### config.mk
export PLATFORM = sky130hd
export DESIGN_NAME = bw_admit
export DESIGN_NICKNAME = d
export VERILOG_FILES = /design/src/rtl/bwa_pkg.sv /design/src/rtl/bwa_duration.sv /design/src/rtl/bwa_timer.sv /design/src/rtl/bwa_fsm.sv /design/src/rtl/bw_admit.sv
export SDC_FILE = /design/constraint.sdc
export NUM_CORES = 1
export LEC_CHECK = 0
export BUFFER_PORTS_ARGS = -buffer_cell sky130_fd_sc_hd__buf_2
export CORE_MARGIN = 4
export CORE_UTILIZATION = 55
export CTS_CLUSTER_SIZE = 16
export DETAILED_ROUTE_END_ITERATION = 8
export PLACE_DENSITY = 0.81
export SLEW_MARGIN = 20
export SYNTH_ARGS = -nofsm -noshare
export SYNTH_HDL_FRONTEND = slang
export SYNTH_SLANG_ARGS = --single-unit
### constraint.sdc
create_clock -name clk -period 7.19 [get_ports clk]
set_input_delay 1.438 -clock clk [delete_from_list [all_inputs] [get_ports clk]]
set_output_delay 1.438 -clock clk [all_outputs]
set_load 0.03 [all_outputs]
### src/rtl/bwa_pkg.sv
package bwa_pkg;
    typedef enum logic [1:0] {
        ST_IDLE = 2'd0,
        ST_BUSY = 2'd1,
        ST_OWED = 2'd2
    } adm_state_e;
endpackage

### src/rtl/bwa_duration.sv
module bwa_duration #(
    parameter int SIZE_W = 8,
    parameter int CPB_W  = 8,
    parameter int CNT_W  = 16
) (
    input  logic [SIZE_W-1:0] size_i,
    input  logic [CPB_W-1:0]  cpb_i,
    output logic [CNT_W-1:0]  dur_o,
    output logic              zero_o
);
    localparam int PROD_W = SIZE_W + CPB_W;

    logic [PROD_W-1:0] prod;
    assign prod = PROD_W'(size_i) * PROD_W'(cpb_i);

    generate
        if (PROD_W > CNT_W) begin : g_sat
            // clamp products the timer cannot hold
            assign dur_o = (|prod[PROD_W-1:CNT_W]) ? {CNT_W{1'b1}} : prod[CNT_W-1:0];
        end else begin : g_ext
            assign dur_o = CNT_W'(prod);
        end
    endgenerate

    assign zero_o = (prod == '0);
endmodule

### src/rtl/bwa_timer.sv
module bwa_timer #(
    parameter int CNT_W = 16
) (
    input  logic             clk,
    input  logic             rst_n,
    input  logic             load_i,
    input  logic [CNT_W-1:0] load_val_i,
    output logic [CNT_W-1:0] cnt_o,
    output logic             expire_o
);
    localparam logic [CNT_W-1:0] ONE = CNT_W'(1);

    logic [CNT_W-1:0] cnt_q;

    always_ff @(posedge clk) begin
        if (!rst_n) begin
            cnt_q <= '0;
        end else if (load_i) begin
            cnt_q <= load_val_i;
        end else if (cnt_q != '0) begin
            cnt_q <= cnt_q - ONE;
        end
    end

    assign cnt_o    = cnt_q;
    assign expire_o = (cnt_q == ONE);
endmodule

### src/rtl/bwa_fsm.sv
module bwa_fsm
    import bwa_pkg::*;
(
    input  logic       clk,
    input  logic       rst_n,
    input  logic       req_valid_i,
    input  logic       req_inhibit_i,
    input  logic       req_rd_i,
    input  logic       req_wr_i,
    input  logic       req_needs_rsp_i,
    input  logic       dur_zero_i,
    input  logic       expire_i,
    output logic       req_ready_o,
    output logic       load_o,
    output logic       fwd_o,
    output logic       rsp_o,
    output logic       retry_o,
    output adm_state_e state_o
);
    adm_state_e st_q, st_d;
    logic       retry_d, retry_q;
    logic       plain_req;
    logic       refuse;

    assign plain_req = req_valid_i && !req_inhibit_i;
    assign refuse    = plain_req && (st_q != ST_IDLE);

    // state register
    always_ff @(posedge clk) begin
        if (!rst_n) begin
            st_q    <= ST_IDLE;
            retry_q <= 1'b0;
        end else begin
            st_q    <= st_d;
            retry_q <= retry_d;
        end
    end

    // transitions
    always_comb begin
        st_d    = st_q;
        retry_d = 1'b0;
        unique case (st_q)
            ST_IDLE: begin
                if (plain_req && (req_rd_i || req_wr_i) && !dur_zero_i) begin
                    st_d = ST_BUSY;          // START
                end
            end
            ST_BUSY: begin
                if (expire_i) begin
                    st_d    = ST_IDLE;       // FREE
                    retry_d = refuse;
                end else if (refuse) begin
                    st_d = ST_OWED;          // REFUSE
                end
            end
            ST_OWED: begin
                if (expire_i) begin
                    st_d    = ST_IDLE;       // RETRY
                    retry_d = 1'b1;
                end
            end
            default: st_d = ST_IDLE;
        endcase
    end

    // outputs
    always_comb begin
        req_ready_o = req_inhibit_i;
        load_o      = 1'b0;
        fwd_o       = 1'b0;
        rsp_o       = 1'b0;
        unique case (st_q)
            ST_IDLE: begin
                req_ready_o = 1'b1;
                fwd_o       = plain_req;
                rsp_o       = plain_req && req_needs_rsp_i;
                load_o      = plain_req && (req_rd_i || req_wr_i) && !dur_zero_i;
            end
            ST_BUSY, ST_OWED: begin
                req_ready_o = req_inhibit_i;
            end
            default: req_ready_o = req_inhibit_i;
        endcase
    end

    assign retry_o = retry_q;
    assign state_o = st_q;
endmodule

### src/rtl/bw_admit.sv
module bw_admit
    import bwa_pkg::*;
#(
    parameter int SIZE_W = 8,
    parameter int CPB_W  = 8,
    parameter int CNT_W  = 16,
    parameter int CMD_W  = 4
) (
    input  logic              clk,
    input  logic              rst_n,
    input  logic [CPB_W-1:0]  cfg_cyc_per_byte,
    input  logic              req_valid,
    output logic              req_ready,
    input  logic [CMD_W-1:0]  req_cmd,
    input  logic [SIZE_W-1:0] req_size,
    input  logic              req_rd,
    input  logic              req_wr,
    input  logic              req_needs_rsp,
    input  logic              req_inhibit,
    output logic              retry_pulse,
    output logic              mem_req,
    output logic [CMD_W-1:0]  mem_cmd,
    output logic [SIZE_W-1:0] mem_size,
    output logic              mem_wr,
    output logic              rsp_push
);
    logic [CNT_W-1:0] dur;
    logic             dur_zero;
    logic [CNT_W-1:0] cnt_q;
    logic             expire;
    logic             load;
    logic             fwd;
    logic             rsp;
    adm_state_e       st_q;

    bwa_duration #(.SIZE_W(SIZE_W), .CPB_W(CPB_W), .CNT_W(CNT_W)) u_dur (
        .size_i (req_size),
        .cpb_i  (cfg_cyc_per_byte),
        .dur_o  (dur),
        .zero_o (dur_zero)
    );

    bwa_timer #(.CNT_W(CNT_W)) u_tmr (
        .clk        (clk),
        .rst_n      (rst_n),
        .load_i     (load),
        .load_val_i (dur),
        .cnt_o      (cnt_q),
        .expire_o   (expire)
    );

    bwa_fsm u_fsm (
        .clk             (clk),
        .rst_n           (rst_n),
        .req_valid_i     (req_valid),
        .req_inhibit_i   (req_inhibit),
        .req_rd_i        (req_rd),
        .req_wr_i        (req_wr),
        .req_needs_rsp_i (req_needs_rsp),
        .dur_zero_i      (dur_zero),
        .expire_i        (expire),
        .req_ready_o     (req_ready),
        .load_o          (load),
        .fwd_o           (fwd),
        .rsp_o           (rsp),
        .retry_o         (retry_pulse),
        .state_o         (st_q)
    );

    // forward stage toward RAM and response queue
    always_ff @(posedge clk) begin
        if (!rst_n) begin
            mem_req  <= 1'b0;
            mem_cmd  <= '0;
            mem_size <= '0;
            mem_wr   <= 1'b0;
            rsp_push <= 1'b0;
        end else begin
            mem_req  <= fwd;
            rsp_push <= rsp;
            if (fwd) begin
                mem_cmd  <= req_cmd;
                mem_size <= req_size;
                mem_wr   <= req_wr;
            end
        end
    end
endmodule

==> results of run 1 <==
## worst paths after layout
kind	from	end	slack (ns)	cells after the start
worst max-delay path	req_size[0]	u_tmr.cnt_o[10]	1.08	15
worst min-delay path	mem_cmd[0]	mem_cmd[0]	0.46	2
worst max register to register	u_tmr.cnt_o[8]	u_tmr.cnt_o[1]	4.53	8
worst min register to register	mem_cmd[0]	mem_cmd[0]	0.46	2
## worst register-to-register path, cell delays in order, from the launching register on
cell	delay, ns
dfxtp_1	0.37
or4_4	0.59
nor4_2	0.32
nand2b_1	0.18
nor2_1	0.70
nand2_1	0.10
o21ai_0	0.09
o21ai_1	0.08
a21oi_1	0.13
## cell families after synthesis
family,count (synthesis),share of synthesized area
compound gates,96,0.156
xor+xnor,12,0.0268
fa+ha+maj,77,0.315
buf+inv,52,0.0546
flops,34,0.174
mux,2,0.00511
simple gates,194,0.270
## cell type report
class,count,area (µm²),share of cell area
multi-input combinational,381,3030,0.703
timing repair buffer,44,223,0.0518
clock buffer,5,68.8,0.0160
inverter,37,139,0.0323
clock inverter,3,45.0,0.0105
tap,96,120,0.0279
sequential,34,681,0.158
## state kept, by name, indices dropped and copies added (netlist names)
register       count
u_fsm.state_o      2
rsp_push           1
mem_size           8
mem_req            1
mem_wr             1
mem_cmd            4
u_tmr.cnt_o       16
u_fsm.retry_o      1
## stage by stage
step | instances | hold slack, ns | utilization
after CTS | 600 | 0.458 | 0.626
after global routing | 600 | 0.471 | 0.626
after global placement | 592 | 0.440 | 0.610
final | 600 | 0.457 | 0.626
after floorplan | 467 | 0.455 | -
after detailed placement | 592 | 0.448 | 0.610
## power breakdown
group	internal [W]	total, W	switching [W]
sequential	0.000226	0.000264	0.0000378
combinational	0.000357	0.000848	0.000491
clock	0.000103	0.000177	0.0000742
## routing by layer
layer,vias to the layer above,track usage,routed length [µm],part of all wire
li1,1675,-,-,-
met1,1678,0.283,3870,0.43
met2,101,0.379,4520,0.50
met3,16,0.0390,479,0.053
met4,0,0.0656,153,0.017
met5,-,0,0,0
## cells in the final DEF, fill, tap and decap left out, types with 4 or more instances in the layout
| cell type | synthesis | final |
|---|---|---|
| a21o_1 | 4 | 4 |
| buf_2 | 3 | 43 |
| o21ai_1 | 9 | 10 |
| and2_1 | 55 | 55 |
| or3_1 | 8 | 8 |
| a21oi_1 | 41 | 41 |
| inv_1 | 37 | 37 |
| ha_1 | 41 | 41 |
| nand2b_1 | 4 | 4 |
| fa_1 | 36 | 36 |
| nand4_1 | 4 | 4 |
| nor3_1 | 7 | 7 |
| nor4_1 | 5 | 5 |
| nor2_1 | 21 | 21 |
| clkbuf_8 | 0 | 5 |
| dfxtp_1 | 34 | 34 |
| nand2_1 | 54 | 54 |
| o21ai_0 | 12 | 11 |
| nor2b_1 | 5 | 5 |
| nand3_1 | 11 | 11 |
| xnor2_1 | 9 | 9 |
==> results.toml, run 1 <==
[yosys]
synth_area_mm2 = 0.00392
netlist_instances = 467
synthTopCellsByArea = "fa_1, dfxtp_1, ha_1, and2_1, a21oi_1"
netlist-cell-type-count = 61
syn_nets = 571
syn_avg_cell_area_um2 = 8.40
ys.flop_type = "dfxtp_1"
synth.most_common_cell = "and2_1"
yosysWarnings = 0
ys_seq_area_frac = 0.174
yosys_register_bits = 34
synth-edff-count = 0
synth_top_area_share = 0.184
synth_commonest_cells = "and2_1, nand2_1, a21oi_1, ha_1, inv_1"
yosysTopAreaCell = "fa_1"
synthArstFlopShare = 0

[worst_setup_path]
worstSetupPathType = "primary input to flop"
critPathTopFamily = "adder cells"
cp_num_buf_inv = 1
arrival_ns = 6.25
crit_slowest_cell = "fa_1"
cpPeakStageDelay_ns = 0.52
worstPathMaxFanout = 12
end_kind = "flop"
start_kind = "primary input"
cp.required_ns = 7.33
crit_top_cell = "fa_1"
cp_cell_sequence = "buf_2, and2_1, fa_1, fa_1, fa_1, fa_1, ha_1, a21oi_1, nand2_1, or3_1, a222oi_1, o2111a_1, nand4_1, nand2_1, a311oi_2"

[cts]
root_buffer = "clkbuf_8"
cts_hold_buf = 0
cts_tree = "done"
htree_levels = 2
cts_buffers = 5
path_clk_slew_ns = 0.07
cts_sinks = 34
cts_resized = 0
cts_setup_buffers = 0
clk_path_buf_depth = 2
clock_latency_ns = 0.29

[routing]
ant_nets = 0
wl_per_cell_um = 15.0
num_vias = 3470
firstDrtPassIters = 5
drt_iter0_markers = 180
drc = 0
wirelength_mm = 9.02
vias_per_cell = 5.78

[global_routing]
grt_max_degree = 30
overflow = 0
grt_antenna_before_repair = 0
grt_pass1_wl_mm = 15.5
grt_pass1_vias = 3426
grt_usage = 0.221

[floorplanning]
io_pins = 44
die_y_um = 92.4
die_x_um = 92.4
dieArea_mm2 = 0.00854
core_area_mm2 = 0.00687
rows = 30
initial_core_util = 0.571

[cells_and_area]
n_fill_cell = 597
num_antenna_cells = 0
area_delta_synth_final_pct = 9.73
final_cell_area_mm2 = 0.00430
drive_above_1_share = 0.131
nNetsFinal = 607

[placement]
place_area_mm2 = 0.00419
gp_congestion = 0.861
portBuffers = 43
dp_hpwl_mm = 7.15
post-place-ws_ns = 0.777

[power]
p_total_w = 0.00129
peakVddDrop_uv = 222
p_leak_nw = 2.00
p_per_area_mw_per_mm2 = 300

[sta]
worst_pin_slew_ns = 0.937
finalMaxSlewViolations = 0
skew_ns = 0.0100
finalCriticalPeriod_ns = 6.11
finalCritPeriodShare = 0.850
finalHoldViolations = 0
rsz0062_at_grt = "no"
layout_setup_ws_ns = 1.08
setup_viol = 0
finalSetupTns_ns = 0
fmax_ghz = 0.164
slew_headroom = 0.375

[run]
cap_violations = 0

[run_status]
status = "completed"

[hold_path]
hold_path_class = "flop to flop"
(Power assumes the default switching activity.)
==> run 2, diff against run 1 <==
Clock period 7.19 ns to 6.3 ns, I/O delays scaled along.
==> results.toml, run 2 (synthesis results as in run 1) <==
[cts]
cts_sinks = 34
cts_buffers = 5
cts_resized = 0
clock_latency_ns = 0.29
root_buffer = "clkbuf_8"
cts_setup_buffers = 0
clk_path_buf_depth = 2
htree_levels = 2
cts_tree = "done"
path_clk_slew_ns = 0.07
cts_hold_buf = 0

[sta]
skew_ns = 0.00381
layout_setup_ws_ns = 0.452
rsz0062_at_grt = "no"
finalHoldViolations = 0
fmax_ghz = 0.171
finalSetupTns_ns = 0
finalMaxSlewViolations = 0
worst_pin_slew_ns = 0.902
setup_viol = 0
finalCritPeriodShare = 0.928
slew_headroom = 0.398
finalCriticalPeriod_ns = 5.85

[placement]
place_area_mm2 = 0.00420
portBuffers = 43
gp_congestion = 0.877
post-place-ws_ns = 0.147
dp_hpwl_mm = 7.34
dp_cells = 593

[routing]
drt_iter0_markers = 159
wl_per_cell_um = 15.2
num_vias = 3511
firstDrtPassIters = 5
ant_nets = 0
met2_length_mm = 4.65
wirelength_mm = 9.11
highest_layer = "met4"
dr_wl_met3_um = 377
drc = 0
vias_per_cell = 5.84
met1_length_mm = 3.91

[cells_and_area]
nNetsFinal = 608
num_antenna_cells = 0
largest_reg_flops = 16
final_cell_mix = "and2_1, nand2_1, buf_2"
finalNonFillerCells = 601
n_fill_cell = 588
drive_above_1_share = 0.135
area_delta_synth_final_pct = 9.54
multiInputGateArea_mm2 = 0.00303
final_cell_area_mm2 = 0.00430
regArea_um2 = 681
final_common_cell = "and2_1"

[worst_setup_path]
crit_slowest_cell = "fa_1"
worstSetupPathType = "primary input to flop"
cp.required_ns = 6.44
start_kind = "primary input"
reg2reg_depth = 8
arrival_ns = 5.99
cp_cell_sequence = "buf_2, and2_1, fa_1, fa_1, fa_1, fa_1, ha_1, a21oi_1, nand2_1, or3_1, a222oi_1, o2111a_1, nand4_1, buf_4, nand4_1, a21oi_1"
worstPathMaxFanout = 8
cpPeakStageDelay_ns = 0.52
end_kind = "flop"
crit_top_cell = "fa_1"

[run]
cap_violations = 0

[hold_path]
whs_path_depth = 2
hold_path_class = "flop to flop"

[global_routing]
grt_max_degree = 30
grt_pass1_wl_mm = 15.7
grt_usage = 0.224
grt_antenna_before_repair = 0
grt_pass1_vias = 3511
overflow = 0

[power]
peakVddDrop_uv = 188
p_leak_nw = 2.00
p_per_area_mw_per_mm2 = 336

[floorplanning]
initial_core_util = 0.571
rows = 30
die_y_um = 92.4
io_pins = 44
dieArea_mm2 = 0.00854
die_x_um = 92.4
core_area_mm2 = 0.00687

[run_status]
status = "completed"
-- run 2: final timing paths --
check	start	slack, ns	endpoint
hold reg to reg	mem_size[5]	0.46	mem_size[5]
hold / removal	mem_size[5]	0.46	mem_size[5]
setup / recovery	cfg_cyc_per_byte[7]	0.45	u_tmr.cnt_o[9]
setup reg to reg	u_tmr.cnt_o[8]	3.71	u_fsm.state_o[1]
-- run 2: report_power, final --
part | internal (W) | switching (W)
Clock | 0.0000878 | 0.0000836
Sequential | 0.000258 | 0.0000437
Combinational | 0.000407 | 0.000564
Total | 0.000752 | 0.000691
-- run 2: routing by layer --
layer  track usage  vias up
li1              -     1683
met5             0        -
met3        0.0406       20
met1         0.271     1710
met4        0.0656        0
met2         0.405       98
-- run 2: through the flow --
stage	util	hold WS, ns	total power, W
after floorplan	-	0.455	0.00106
after global placement	0.611	0.441	0.00123
after detailed placement	0.611	0.447	0.00126
after CTS	0.625	0.456	0.00144
after global routing	0.625	0.482	0.00160
final	0.625	0.458	0.00144
-- run 2: final cells by class --
cell class | count | share of cell area
Clock buffer | 6 | 0.0192
Tap cell | 96 | 0.0280
Timing Repair Buffer | 45 | 0.0536
Multi-Input combinational cell | 381 | 0.706
Sequential cell | 34 | 0.158
Inverter | 37 | 0.0323
Clock inverter | 2 | 0.00291
-- run 2: critical path, delay by kind of cell --
| family | cells | cell delay, ns |
|---|---|---|
| AOI/OAI and AO/OA | 4 | 0.88 |
| and+or+nand+nor | 5 | 1.04 |
| adders and majority gates | 5 | 2.40 |
| buffers and inverters | 2 | 0.41 |
